<file path="config.mk">
export PLATFORM = sky130hd
export DESIGN_NAME = gpio_port_regs
export DESIGN_NICKNAME = d
export VERILOG_FILES = /design/src/rtl/gpio_port_regs_pkg.sv /design/src/rtl/gpio_addr_decode.sv /design/src/rtl/gpio_out_dir_regs.sv /design/src/rtl/gpio_pin_cfg_bank.sv /design/src/rtl/gpio_port_regs.sv
export SDC_FILE = /design/constraint.sdc
export NUM_CORES = 1
export LEC_CHECK = 0
export BUFFER_PORTS_ARGS = -buffer_cell sky130_fd_sc_hd__buf_2
export CAP_MARGIN = 5
export CORE_MARGIN = 2
export CORE_UTILIZATION = 45
export CTS_CLUSTER_SIZE = 16
export DETAILED_ROUTE_END_ITERATION = 6
export PLACE_DENSITY = 0.65
export SKIP_LAST_GASP = 1
export SLEW_MARGIN = 20
export SYNTH_ARGS = -nofsm -noshare
export SYNTH_HDL_FRONTEND = slang
export SYNTH_HIERARCHICAL = 1
export SYNTH_SLANG_ARGS = --single-unit
</file>
<file path="constraint.sdc">
create_clock -name clk -period 4.55 [get_ports clk]
set_clock_uncertainty 0.05 [all_clocks]
set_input_delay 0.91 -clock clk [delete_from_list [all_inputs] [get_ports clk]]
set_output_delay 0.91 -clock clk [all_outputs]
set_load 0.005 [all_outputs]
</file>
<file path="src/rtl/gpio_port_regs_pkg.sv">
package gpio_port_regs_pkg;

  localparam int unsigned OFS_OUT      = 'h04;
  localparam int unsigned OFS_OUTSET   = 'h08;
  localparam int unsigned OFS_OUTCLR   = 'h0C;
  localparam int unsigned OFS_IN       = 'h10;
  localparam int unsigned OFS_DIR      = 'h14;
  localparam int unsigned OFS_DIRSET   = 'h18;
  localparam int unsigned OFS_DIRCLR   = 'h1C;
  localparam int unsigned OFS_MODE     = 'h24;
  localparam int unsigned OFS_CFG_BASE = 'h200;

  // field positions inside a pin configuration word
  localparam int unsigned CFG_DIR_BIT   = 0;
  localparam int unsigned CFG_DISC_BIT  = 1;
  localparam int unsigned CFG_PULL_LSB  = 2;
  localparam int unsigned CFG_DRIVE_LSB = 8;
  localparam int unsigned CFG_SENSE_LSB = 16;

  typedef enum logic [3:0] {
    SEL_NONE, SEL_OUT, SEL_OUTSET, SEL_OUTCLR, SEL_IN,
    SEL_DIR, SEL_DIRSET, SEL_DIRCLR, SEL_MODE, SEL_CFG
  } reg_sel_e;

  typedef struct packed {
    logic [1:0] sense;
    logic [2:0] drive;
    logic [1:0] pull;
    logic       in_disc;
  } pin_cfg_t;

  localparam pin_cfg_t CFG_RESET = '{sense: 2'b00, drive: 3'b000, pull: 2'b00, in_disc: 1'b1};

  function automatic pin_cfg_t unpack_cfg(input logic [31:0] w);
    pin_cfg_t c;
    c.in_disc = w[CFG_DISC_BIT];
    c.pull    = w[CFG_PULL_LSB +: 2];
    c.drive   = w[CFG_DRIVE_LSB +: 3];
    c.sense   = w[CFG_SENSE_LSB +: 2];
    return c;
  endfunction

  function automatic logic [31:0] pack_cfg(input pin_cfg_t c, input logic dir);
    logic [31:0] w;
    w = '0;
    w[CFG_DIR_BIT]         = dir;
    w[CFG_DISC_BIT]        = c.in_disc;
    w[CFG_PULL_LSB +: 2]   = c.pull;
    w[CFG_DRIVE_LSB +: 3]  = c.drive;
    w[CFG_SENSE_LSB +: 2]  = c.sense;
    return w;
  endfunction

endpackage

</file>
<file path="src/rtl/gpio_addr_decode.sv">
module gpio_addr_decode
  import gpio_port_regs_pkg::*;
#(
  parameter int unsigned ADDR_W   = 10,
  parameter int unsigned NUM_PINS = 32,
  localparam int unsigned PIN_W   = (NUM_PINS > 1) ? $clog2(NUM_PINS) : 1,
  localparam int unsigned IDX_W   = ADDR_W - 2
) (
  input  logic [ADDR_W-1:0] addr,
  output reg_sel_e          sel,
  output logic [PIN_W-1:0]  pin_idx
);

  logic [ADDR_W-1:0] rel;
  logic [IDX_W-1:0]  slot;
  logic              in_cfg;

  always_comb begin
    rel    = addr - ADDR_W'(OFS_CFG_BASE);
    slot   = rel[ADDR_W-1:2];
    in_cfg = (addr >= ADDR_W'(OFS_CFG_BASE)) && (addr[1:0] == 2'b00)
             && (slot < IDX_W'(NUM_PINS));
    pin_idx = in_cfg ? slot[PIN_W-1:0] : '0;
    sel = SEL_NONE;
    if (in_cfg) begin
      sel = SEL_CFG;
    end else begin
      case (addr)
        ADDR_W'(OFS_OUT):    sel = SEL_OUT;
        ADDR_W'(OFS_OUTSET): sel = SEL_OUTSET;
        ADDR_W'(OFS_OUTCLR): sel = SEL_OUTCLR;
        ADDR_W'(OFS_IN):     sel = SEL_IN;
        ADDR_W'(OFS_DIR):    sel = SEL_DIR;
        ADDR_W'(OFS_DIRSET): sel = SEL_DIRSET;
        ADDR_W'(OFS_DIRCLR): sel = SEL_DIRCLR;
        ADDR_W'(OFS_MODE):   sel = SEL_MODE;
        default:             sel = SEL_NONE;
      endcase
    end
  end

endmodule

</file>
<file path="src/rtl/gpio_out_dir_regs.sv">
module gpio_out_dir_regs
  import gpio_port_regs_pkg::*;
#(
  parameter int unsigned NUM_PINS = 32,
  localparam int unsigned PIN_W   = (NUM_PINS > 1) ? $clog2(NUM_PINS) : 1
) (
  input  logic                clk,
  input  logic                rst,
  input  logic                we,
  input  reg_sel_e            sel,
  input  logic [PIN_W-1:0]    pin_idx,
  input  logic [NUM_PINS-1:0] wdata,
  output logic [NUM_PINS-1:0] out_q,
  output logic [NUM_PINS-1:0] dir_q
);

  always_ff @(posedge clk) begin
    if (rst) begin
      out_q <= '0;
      dir_q <= '0;
    end else if (we) begin
      case (sel)
        SEL_OUT:    out_q <= wdata;
        SEL_OUTSET: out_q <= out_q | wdata;
        SEL_OUTCLR: out_q <= out_q & ~wdata;
        SEL_DIR:    dir_q <= wdata;
        SEL_DIRSET: dir_q <= dir_q | wdata;
        SEL_DIRCLR: dir_q <= dir_q & ~wdata;
        SEL_CFG:    dir_q[pin_idx] <= wdata[CFG_DIR_BIT];
        default:    ;
      endcase
    end
  end

  AST_OUTSET_ORS: assert property (@(posedge clk) disable iff (rst)
    (we && sel == SEL_OUTSET) |=> (out_q == ($past(out_q) | $past(wdata))));
  AST_OUTCLR_CLEARS: assert property (@(posedge clk) disable iff (rst)
    (we && sel == SEL_OUTCLR) |=> ((out_q & $past(wdata)) == '0));
  AST_DIRCLR_CLEARS: assert property (@(posedge clk) disable iff (rst)
    (we && sel == SEL_DIRCLR) |=> ((dir_q & $past(wdata)) == '0));
  AST_CFG_DIR_ONE_BIT: assert property (@(posedge clk) disable iff (rst)
    (we && sel == SEL_CFG) |=> ((dir_q ^ $past(dir_q)) & ~(NUM_PINS'(1) << $past(pin_idx))) == '0);
  AST_ZERO_ALIAS_KEEP: assert property (@(posedge clk) disable iff (rst)
    (we && wdata == '0 && (sel == SEL_OUTSET || sel == SEL_OUTCLR || sel == SEL_DIRSET || sel == SEL_DIRCLR))
    |=> ($stable(out_q) && $stable(dir_q)));

endmodule

</file>
<file path="src/rtl/gpio_pin_cfg_bank.sv">
module gpio_pin_cfg_bank
  import gpio_port_regs_pkg::*;
#(
  parameter int unsigned NUM_PINS = 32,
  localparam int unsigned PIN_W   = (NUM_PINS > 1) ? $clog2(NUM_PINS) : 1
) (
  input  logic                clk,
  input  logic                rst,
  input  logic                we_cfg,
  input  logic [PIN_W-1:0]    pin_idx,
  input  pin_cfg_t            wcfg,
  output pin_cfg_t            rd_cfg,
  output logic [NUM_PINS-1:0] in_disc_mask,
  output logic [NUM_PINS-1:0] sense_en_mask,
  output logic [NUM_PINS-1:0] sense_inv_mask
);

  pin_cfg_t cfg_q [NUM_PINS];

  for (genvar i = 0; i < NUM_PINS; i++) begin : g_pin
    always_ff @(posedge clk) begin
      if (rst) begin
        cfg_q[i] <= CFG_RESET;
      end else if (we_cfg && pin_idx == PIN_W'(i)) begin
        cfg_q[i] <= wcfg;
      end
    end
    assign in_disc_mask[i]   = cfg_q[i].in_disc;
    assign sense_en_mask[i]  = cfg_q[i].sense[1];
    assign sense_inv_mask[i] = cfg_q[i].sense[0];
  end

  assign rd_cfg = cfg_q[pin_idx];

  AST_DISC_FOLLOWS_CFG: assert property (@(posedge clk) disable iff (rst)
    we_cfg |=> (in_disc_mask[$past(pin_idx)] == $past(wcfg.in_disc)));
  AST_SENSE_FOLLOWS_CFG: assert property (@(posedge clk) disable iff (rst)
    we_cfg |=> ({sense_en_mask[$past(pin_idx)], sense_inv_mask[$past(pin_idx)]} == $past(wcfg.sense)));

endmodule

</file>
<file path="src/rtl/gpio_port_regs.sv">
module gpio_port_regs
  import gpio_port_regs_pkg::*;
#(
  parameter int unsigned NUM_PINS = 32,
  parameter int unsigned ADDR_W   = 10
) (
  input  logic                clk,
  input  logic                rst,
  input  logic [ADDR_W-1:0]   bus_addr,
  input  logic                bus_we,
  input  logic [31:0]         bus_wdata,
  output logic [31:0]         bus_rdata,
  input  logic [NUM_PINS-1:0] pin_level,
  output logic [NUM_PINS-1:0] out_level,
  output logic [NUM_PINS-1:0] dir_mask,
  output logic [NUM_PINS-1:0] in_disc_mask,
  output logic [NUM_PINS-1:0] sense_en_mask,
  output logic [NUM_PINS-1:0] sense_inv_mask,
  output logic                detect_latched_mode
);

  localparam int unsigned PIN_W = (NUM_PINS > 1) ? $clog2(NUM_PINS) : 1;

  reg_sel_e         sel;
  logic [PIN_W-1:0] pin_idx;
  pin_cfg_t         rd_cfg;
  logic [31:0]      rd_next;
  logic             mode_q;

  gpio_addr_decode #(.ADDR_W(ADDR_W), .NUM_PINS(NUM_PINS)) u_dec (
    .addr(bus_addr), .sel(sel), .pin_idx(pin_idx)
  );

  gpio_out_dir_regs #(.NUM_PINS(NUM_PINS)) u_outdir (
    .clk(clk), .rst(rst), .we(bus_we), .sel(sel), .pin_idx(pin_idx),
    .wdata(bus_wdata[NUM_PINS-1:0]), .out_q(out_level), .dir_q(dir_mask)
  );

  gpio_pin_cfg_bank #(.NUM_PINS(NUM_PINS)) u_cfg (
    .clk(clk), .rst(rst), .we_cfg(bus_we && sel == SEL_CFG), .pin_idx(pin_idx),
    .wcfg(unpack_cfg(bus_wdata)), .rd_cfg(rd_cfg),
    .in_disc_mask(in_disc_mask), .sense_en_mask(sense_en_mask),
    .sense_inv_mask(sense_inv_mask)
  );

  always_ff @(posedge clk) begin
    if (rst) mode_q <= 1'b0;
    else if (bus_we && sel == SEL_MODE) mode_q <= bus_wdata[0];
  end
  assign detect_latched_mode = mode_q;

  always_comb begin
    case (sel)
      SEL_OUT, SEL_OUTSET: rd_next = 32'(out_level);
      SEL_DIR, SEL_DIRSET: rd_next = 32'(dir_mask);
      SEL_IN:              rd_next = 32'(pin_level & ~in_disc_mask);
      SEL_MODE:            rd_next = {31'b0, mode_q};
      SEL_CFG:             rd_next = pack_cfg(rd_cfg, dir_mask[pin_idx]);
      default:             rd_next = '0;
    endcase
  end

  always_ff @(posedge clk) begin
    if (rst) bus_rdata <= '0;
    else     bus_rdata <= rd_next;
  end

  AST_OUTCLR_READ_ZERO: assert property (@(posedge clk) disable iff (rst)
    ($past(bus_addr) == ADDR_W'(OFS_OUTCLR)) |-> (bus_rdata == '0));
  AST_DIRCLR_READ_ZERO: assert property (@(posedge clk) disable iff (rst)
    ($past(bus_addr) == ADDR_W'(OFS_DIRCLR)) |-> (bus_rdata == '0));
  AST_MODE_TRACK: assert property (@(posedge clk) disable iff (rst)
    (bus_we && bus_addr == ADDR_W'(OFS_MODE)) |=> (detect_latched_mode == $past(bus_wdata[0])));
  AST_CFG_DIR_MIRROR: assert property (@(posedge clk) disable iff (rst)
    (bus_we && sel == SEL_CFG) |=> (dir_mask[$past(pin_idx)] == $past(bus_wdata[0])));

endmodule

</file>
# Word-level counts from Yosys, hierarchy flattened
# Memories as Yosys holds them, arrays and structs flattened.
# Cells that the tools add are included.
[word_totals]
ff_bits = 97
ram_bits = 256
out_inout_bits = 193
word_cells = 283
n_memories = 1
[memory_table]
columns = ["memory", "depth", "word_bits", "read_ports", "rd_clocked_by_memory_dff", "write_ports", "line", "rtl"]
rows = [
  ["u_cfg.cfg_q", 32, 8, 33, 0, 32, "gpio_pin_cfg_bank.sv:18", "pin_cfg_t cfg_q [NUM_PINS];"],
]
[classes]
n_addsub = 1
order_cmp = 4
n_eq_ne = 48
n_mux = 141
bitwise = 39
reduce_logical = 45
[ops]
columns = ["operator", "count"]
rows = [
  ["2-to-1 mux 8 bit", 32],
  ["one-hot mux 32 bit (5 select lines)", 1],
  ["one-hot mux 32 bit (4 select lines)", 1],
  ["2-to-1 mux 1 bit", 100],
  ["AND 32 bit", 3],
  ["one-hot mux 32 bit (3 select lines)", 1],
  ["equality test 5 bit (second input constant)", 16],
  ["inverter 32 bit", 2],
  ["OR 32 bit", 2],
  ["equality test 10 x 5 -> 1 bit (second input constant)", 4],
  ["equality test 5 x 4 -> 1 bit (second input constant)", 8],
  ["logical AND 1 bit", 37],
  ["bitwise mux 32 bit", 1],
  ["OR 1 bit", 32],
  ["one-hot mux 4 bit (8 select lines)", 1],
  ["equality test 10 x 4 -> 1 bit (second input constant)", 2],
  ["equality test 5 x 3 -> 1 bit (second input constant)", 4],
  ["equality test 4 x 3 -> 1 bit (second input constant)", 4],
  ["equality test 10 x 3 -> 1 bit (second input constant)", 1],
  ["equality test 10 x 6 -> 1 bit (second input constant)", 1],
  ["equality test 5 x 2 -> 1 bit (second input constant)", 2],
  ["greater-or-equal comparator 10 bit (second input constant)", 1],
  ["subtractor 10 bit (second input constant)", 1],
  ["equality test 4 x 2 -> 1 bit (second input constant)", 2],
  ["16 further kinds", 19],
]

# Depth between registers and ports, before layout
# Gate-level depths: netlist of run 1.
[logic_depth]
ltp_word = 11
ltp_mapped = 12

# Hierarchy
# The synthesis of run 1 kept the hierarchy.
[modules_own_cells]
columns = ["module", "instances", "cells_each", "area_each_um2"]
rows = [
  ["gpio_pin_cfg_bank", 1, 1006, 13087.6],
  ["gpio_out_dir_regs", 1, 561, 4005.1],
  ["gpio_port_regs", 1, 202, 1884.3],
  ["gpio_addr_decode", 1, 15, 108.9],
]

# Worst setup path after synthesis of run 1
# Ideal clock, no wire load.
[synth_path]
path_type = "input-to-reg"
start = "input port bus_addr[7]"
end = "memory u_cfg/cfg_q[21][0] (netlist bit), enable pin"
setup_time_ps = 375
arrival_ps = 3458
setup_slack_ps = 667
stages = 9
cell_sequence = "nor4_4 > nor2b_1 > buf_2 > nor4bb_1 > buf_2 > and2_1 > nor2b_1 > nand2_1 > o21bai_1"
[synth_rtl]
columns = ["item", "line", "rtl"]
rows = [
  ["from (decl)", "gpio_port_regs.sv:9", "input logic [ADDR_W-1:0] bus_addr,"],
  ["to (decl)", "gpio_pin_cfg_bank.sv:18", ""],
]

==> metrics, run 1 <==
placed cells 2430; nature of the critical path endpoint register; top post-synthesis cells by area edfxtp_1 40%, dfxtp_1 10%, and2_1 8.6%; Cell Rows 75; largest net degree at the start of global routing 48; Routed Wire Length 63.6 mm; ys flop type edfxtp_1; slowest stage cell on the critical path a222oi_1; Crit path max-delay family compound AO/OA/AOI/OAI gates; area of the mapped netlist 19100 um2; post-synthesis sequential area ratio 0.505; final setup violation count 0; CTS tree built; cell taking the most area after synthesis edfxtp_1; top-count cell post-synth and2_1; clock root buffer master clkbuf_16; final period utilization 0.797; Antenna diodes 0; post-CTS setup buffer count 0; # DRC 6; number of flops mapped to enable cells by yosys 256; max-slew violations 0; DP HPWL 44.9 mm; failing checks design-rule violations; GPL Wtd Cong 0.973; met3 Usage GRT 0.0477; critical path fanouts, max 47; PwrDens 338 nW/um2; reg-to-reg startpoint u_cfg/cfg_q[0][6]; Slew headroom 0.308; ANT nets after route 0; Pleak 8.22 nW; total grt overflow 0; first-pass GRT wire length 93.7 mm; GR Layer Usage met1 0.374; Synth Register Bits 353; Worst VDD drop 222 uV; Syn. warnings 6; htree depth 2; vias in the first global route 14483; status finished with violations; die area 44100 um2; cells along the critical path buf_2 -> nor4_4 -> and3_2 -> buf_12 -> nand2b_1 -> o22a_1 -> o221ai_1 -> a21o_1 -> o221a_1 -> a222oi_1 -> a21oi_1; clk slew on worst S/H paths 0.06 ns; CTS Sinks 353; DR vias 15069; worst hold start u_outdir/out_q[1]; max incr delay on CP 0.53 ns; post-CTS sizing 0; CTS Buf Count 40; crit start category input pin; Period minus WS final 3.62 ns; post-DR vias/cell 6.02; Hold Path Class register to register; FF-to-FF setup slack 2.26 ns; Gate Count Post-Synth 1784; Synth top area share 0.403; commonest cells in the netlist 261 x and2_1, 256 x edfxtp_1, 119 x a21oi_1; synth unique cells 71; Core Area 41900 um2; worst slew pin tran 1.04 ns; Routed wire per std cell 25.4 um; CTS Hold Bufs 0; fin nets 2010; Critical Path AT 3.99 ns; share of layout cells above drive strength 1 0.232; worst skew pair latency 0.56 ns; Post-Syn Nets 1861; Max Buffers Root-to-Sink 3; fmax 0.276 GHz; initial detailed-routing violation count 1882; Area Growth Syn to Fin 13.3%; Die Ht 210 um; WP buf/inv 2; Detailed Routing Iterations Pass 1 7; Data required, critical path 4.92 ns; initial core utilization 0.455; RSZ-0062 raised after global routing no; Die Wd 210 um; RR Endpoint bus_rdata[16]; setup TNS 0 ns; Total GRT Usage 0.284; syn avg cell area 10.7 um2; gr busiest metal met2; Hold Vio Cnt, Final 0; worst reg2reg path depth 5; Final Power 0.00730 W; Post-synth ARST share 0; Worst Hold End bus_rdata[1]; initial antenna violation count 0; MaxCap Viol Count 0; Finished Layout Cells 2502; Buffers on Ports 269; met2 Usage GRT 0.476; critical path class input pin to register; hold path cells 2; Ports 270
==> stage by stage <==
step / utilization / worst slack [ns] / instance area, um2 / hold slack (ns)
final: 0.515 / 0.926 / 21600 / 0.422
after global routing: 0.515 / 0.853 / 21600 / 0.461
after CTS: 0.515 / 0.998 / 21600 / 0.424
after detailed placement: 0.485 / 0.420 / 20300 / 0.417
after global placement: 0.485 / 0.409 / 20300 / 0.408
after floorplan: - / 0.667 / 19100 / 0.408
==> registers in the layout, indices dropped and copies added, names as in the netlist <==
signal	count
bus_rdata	32
u_outdir/dir_q	32
detect_latched_mode	1
u_cfg/cfg_q	256
u_outdir/out_q	32
==> how the worst max path moves through the flow <==
stage                      startpoint            endpoint  slack [ns]  cells after the start
after floorplan           bus_addr[7]  u_cfg/cfg_q[21][0]        0.67                      9
after global placement    bus_addr[7]        bus_rdata[3]        0.41                     10
after detailed placement  bus_addr[7]        bus_rdata[3]        0.42                     10
after CTS                 bus_addr[7]        bus_rdata[3]         1.0                     10
after global routing      bus_addr[7]        bus_rdata[3]        0.85                     11
final                     bus_addr[7]        bus_rdata[3]        0.93                     11
==> power breakdown <==
| part | total (W) | internal, W | switching (W) |
|---|---|---|---|
| sequential | 0.00363 | 0.00356 | 0.0000717 |
| clock | 0.00320 | 0.00186 | 0.00134 |
| combinational | 0.000470 | 0.000171 | 0.000299 |
==> routing by layer <==
layer  wire, um  vias up  part of all wire
li1           -     6669                 -
met1      25500     7472              0.40
met2      30500      801              0.48
met3       5520      127             0.087
met4       2080        0             0.033
met5          0        -                 0
==> area by class of cell <==
type / count / area [um2]
Fill cell: 3758 / 20300
Multi-Input combinational cell: 1160 / 7940
Clock buffer: 52 / 1090
Clock inverter: 20 / 186
Timing Repair Buffer: 344 / 1970
Inverter: 34 / 128
Tap cell: 539 / 674
Sequential cell: 353 / 9630
==> worst min-delay path, delay by kind of cell (launching register included) <==
kind	cells	cell delay [ns]
flops	1	0.32
simple gates	1	0.06
compound gates	1	0.05
==> kinds of logic after synthesis <==
group                     synth area share
xor gates and xnor gates          0.000459
buffers and inverters               0.0811
muxes                               0.0797
DFF                                  0.505
and+or+nand+nor                      0.193
AOI/OAI and AO/OA                    0.142
==> cells in the final DEF, fill, tap and decap left out, drive strengths merged, types with 11 or more instances in the layout <==
master,instances
edfxtp,256
nand2,118
clkbuf,52
nand2b,16
inv,36
a211oi,30
a21oi,120
a22oi,21
nor2,76
and2,262
nor2b,73
mux2i,96
a21o,46
o21ai,35
nor3,11
nand3,27
a311oi,31
a222oi,31
clkinv,14
buf,344
dfxtp,97
or3,29
o21bai,17
mux4,22
Power figures use the tool's default switching activity.
==> run 2, diff against run 1 <==
Settings changed: PLACE_DENSITY 0.65 to 0.68.
Clock period 4.55 ns to 3.1 ns, I/O delays scaled along.
==> metrics, run 2 (synthesis results as in run 1) <==
initial core utilization 0.455 (unchanged); MaxCap Viol Count 0 (unchanged); Routed Wire Length 68.0 mm (+6.8%); Buffers on Ports 269 (unchanged); nature of the critical path endpoint register; most common cell after layout, fill and taps aside buf_2; failing checks design-rule violations; PwrDens 464 nW/um2 (+37%); fin nets 2180 (+8.5%); DR vias 15975 (+6.0%); post-place instance area 22000 um2 (+8.1%); status finished with violations; clock root buffer master clkbuf_16; Critical Path AT 3.42 ns (-0.57 ns); post-DR vias/cell 5.98 (-0.73%); CTS Sinks 353 (unchanged); max reg flops 256 (unchanged); htree depth 2 (unchanged); Worst VDD drop 298 uV (+34%); worst skew pair latency 0.57 ns (about the same); # DRC 3 (-3); Min Hold Slack 0.282 ns (-0.140 ns); Die Wd 210 um (unchanged); total grt overflow 0 (unchanged); final setup violation count 0 (unchanged); Pleak 9.25 nW (+12%); RSZ-0062 raised after global routing no; share of layout cells above drive strength 1 0.298 (+0.0667); Routed wire per std cell 25.4 um (about the same); initial antenna violation count 2 (+2); Core Area 41900 um2 (unchanged); largest net degree at the start of global routing 48 (unchanged); Finished Cell Area 23400 um2 (+8.0%); initial detailed-routing violation count 1867 (-0.80%); Reg with most FFs u_cfg/cfg_q; Area Growth Syn to Fin 22.4%; Data required, critical path 3.50 ns (-1.42 ns); Total GRT Usage 0.302 (+0.0175); DP HPWL 49.7 mm (+11%); crit start category input pin; Period minus WS final 3.02 ns; ANT nets after route 0 (unchanged); first-pass GRT wire length 99.0 mm (+5.6%); Hold Vio Cnt, Final 0 (unchanged); Fillers 3580 (-4.7%); max-slew violations 0 (unchanged); Hold Path Class input pin to register; Detailed Routing Iterations Pass 1 7 (unchanged); clk slew on worst S/H paths 0.06 ns (about the same); most frequent cells in the layout 269 x buf_2, 260 x and2_1, 256 x edfxtp_1, 207 x buf_4; critical path class input pin to register; Die Ht 210 um (unchanged); critical path fanouts, max 13 (-72%); CTS Hold Bufs 0 (unchanged); Final Power 0.0108 W (+48%); Max Buffers Root-to-Sink 3 (unchanged); die area 44100 um2 (unchanged); Ports 270 (unchanged); Cell Rows 75 (unchanged); GPL Wtd Cong 0.945 (-2.9%); CTS tree built; worst slew pin tran 1.01 ns (-0.0225 ns); CTS Buf Count 38 (-5.0%); vias in the first global route 15236 (+5.2%); fmax 0.331 GHz; final period utilization 0.975; Slew headroom 0.318 (+0.0106)
[run 2: through the flow]
stage / setup WS [ns] / TNS [ns] / utilization / instances
floorplan: -0.0289 / -0.196 / - / 1784
global placement: -0.524 / -13.82 / 0.525 / 2596
detailed placement: -0.568 / -21.64 / 0.525 / 2596
CTS: 0.0488 / 0 / 0.555 / 2664
global route: 0.0119 / 0 / 0.557 / 2670
finish: 0.0779 / 0 / 0.557 / 2672
[run 2: metal layers]
layer / wire length [um] / vias to the layer above / GRT usage / share of wire
met5: 9 / - / 0 / 0.00013
met1: 28300 / 8014 / 0.404 / 0.42
met3: 5300 / 137 / 0.0542 / 0.078
met2: 32100 / 816 / 0.495 / 0.47
met4: 2300 / 2 / 0.106 / 0.034
li1: - / 7006 / - / -
[run 2: cell type report]
type | instances | area (um2) | area share
diodes | 2 | 5.00 | 0.000214
clock buffers | 49 | 1050 | 0.0448
clock inverters | 19 | 221 | 0.00948
inverters | 34 | 128 | 0.00546
multi-input cells | 1160 | 7990 | 0.342
flip-flops and latches | 353 | 9630 | 0.412
well taps | 539 | 674 | 0.0289
repair buffers | 516 | 3670 | 0.157
[run 2: worst max-delay path: stages]
cell and delay, ns:
buf_2 0.12, nor4_4 0.28, buf_6 0.17, and3_4 0.30, buf_12 0.17, buf_4 0.18, mux4_2 0.52, nor2_1 0.14
nor2_1 0.11, o221a_1 0.27, a222oi_1 0.39, a21oi_1 0.12
[run 2: worst paths after layout]
| check | from | to | slack (ns) | cells after the start |
|---|---|---|---|---|
| worst max register to register | u_cfg/cfg_q[27][4] | bus_rdata[9] | 0.95 | 8 |
| worst min register to register | u_outdir/out_q[2] | u_outdir/out_q[2] | 0.44 | 2 |
| worst max-delay path | bus_addr[0] | bus_rdata[17] | 0.08 | 12 |
| worst min-delay path | bus_wdata[13] | u_outdir/out_q[13] | 0.28 | 3 |
[run 2: timing repair]
action	CTS	global route
pin swaps	0	3
gates resized for setup	1	9
endpoints found under the setup margin	1	6
setup buffers	0	6
[run 2: power by group]
part	leakage [nW]	switching [W]	internal, W	total, W
sequential	3.23	0.000115	0.00522	0.00534
combinational	5.40	0.000461	0.000324	0.000784
clock	0.617	0.00192	0.00280	0.00472
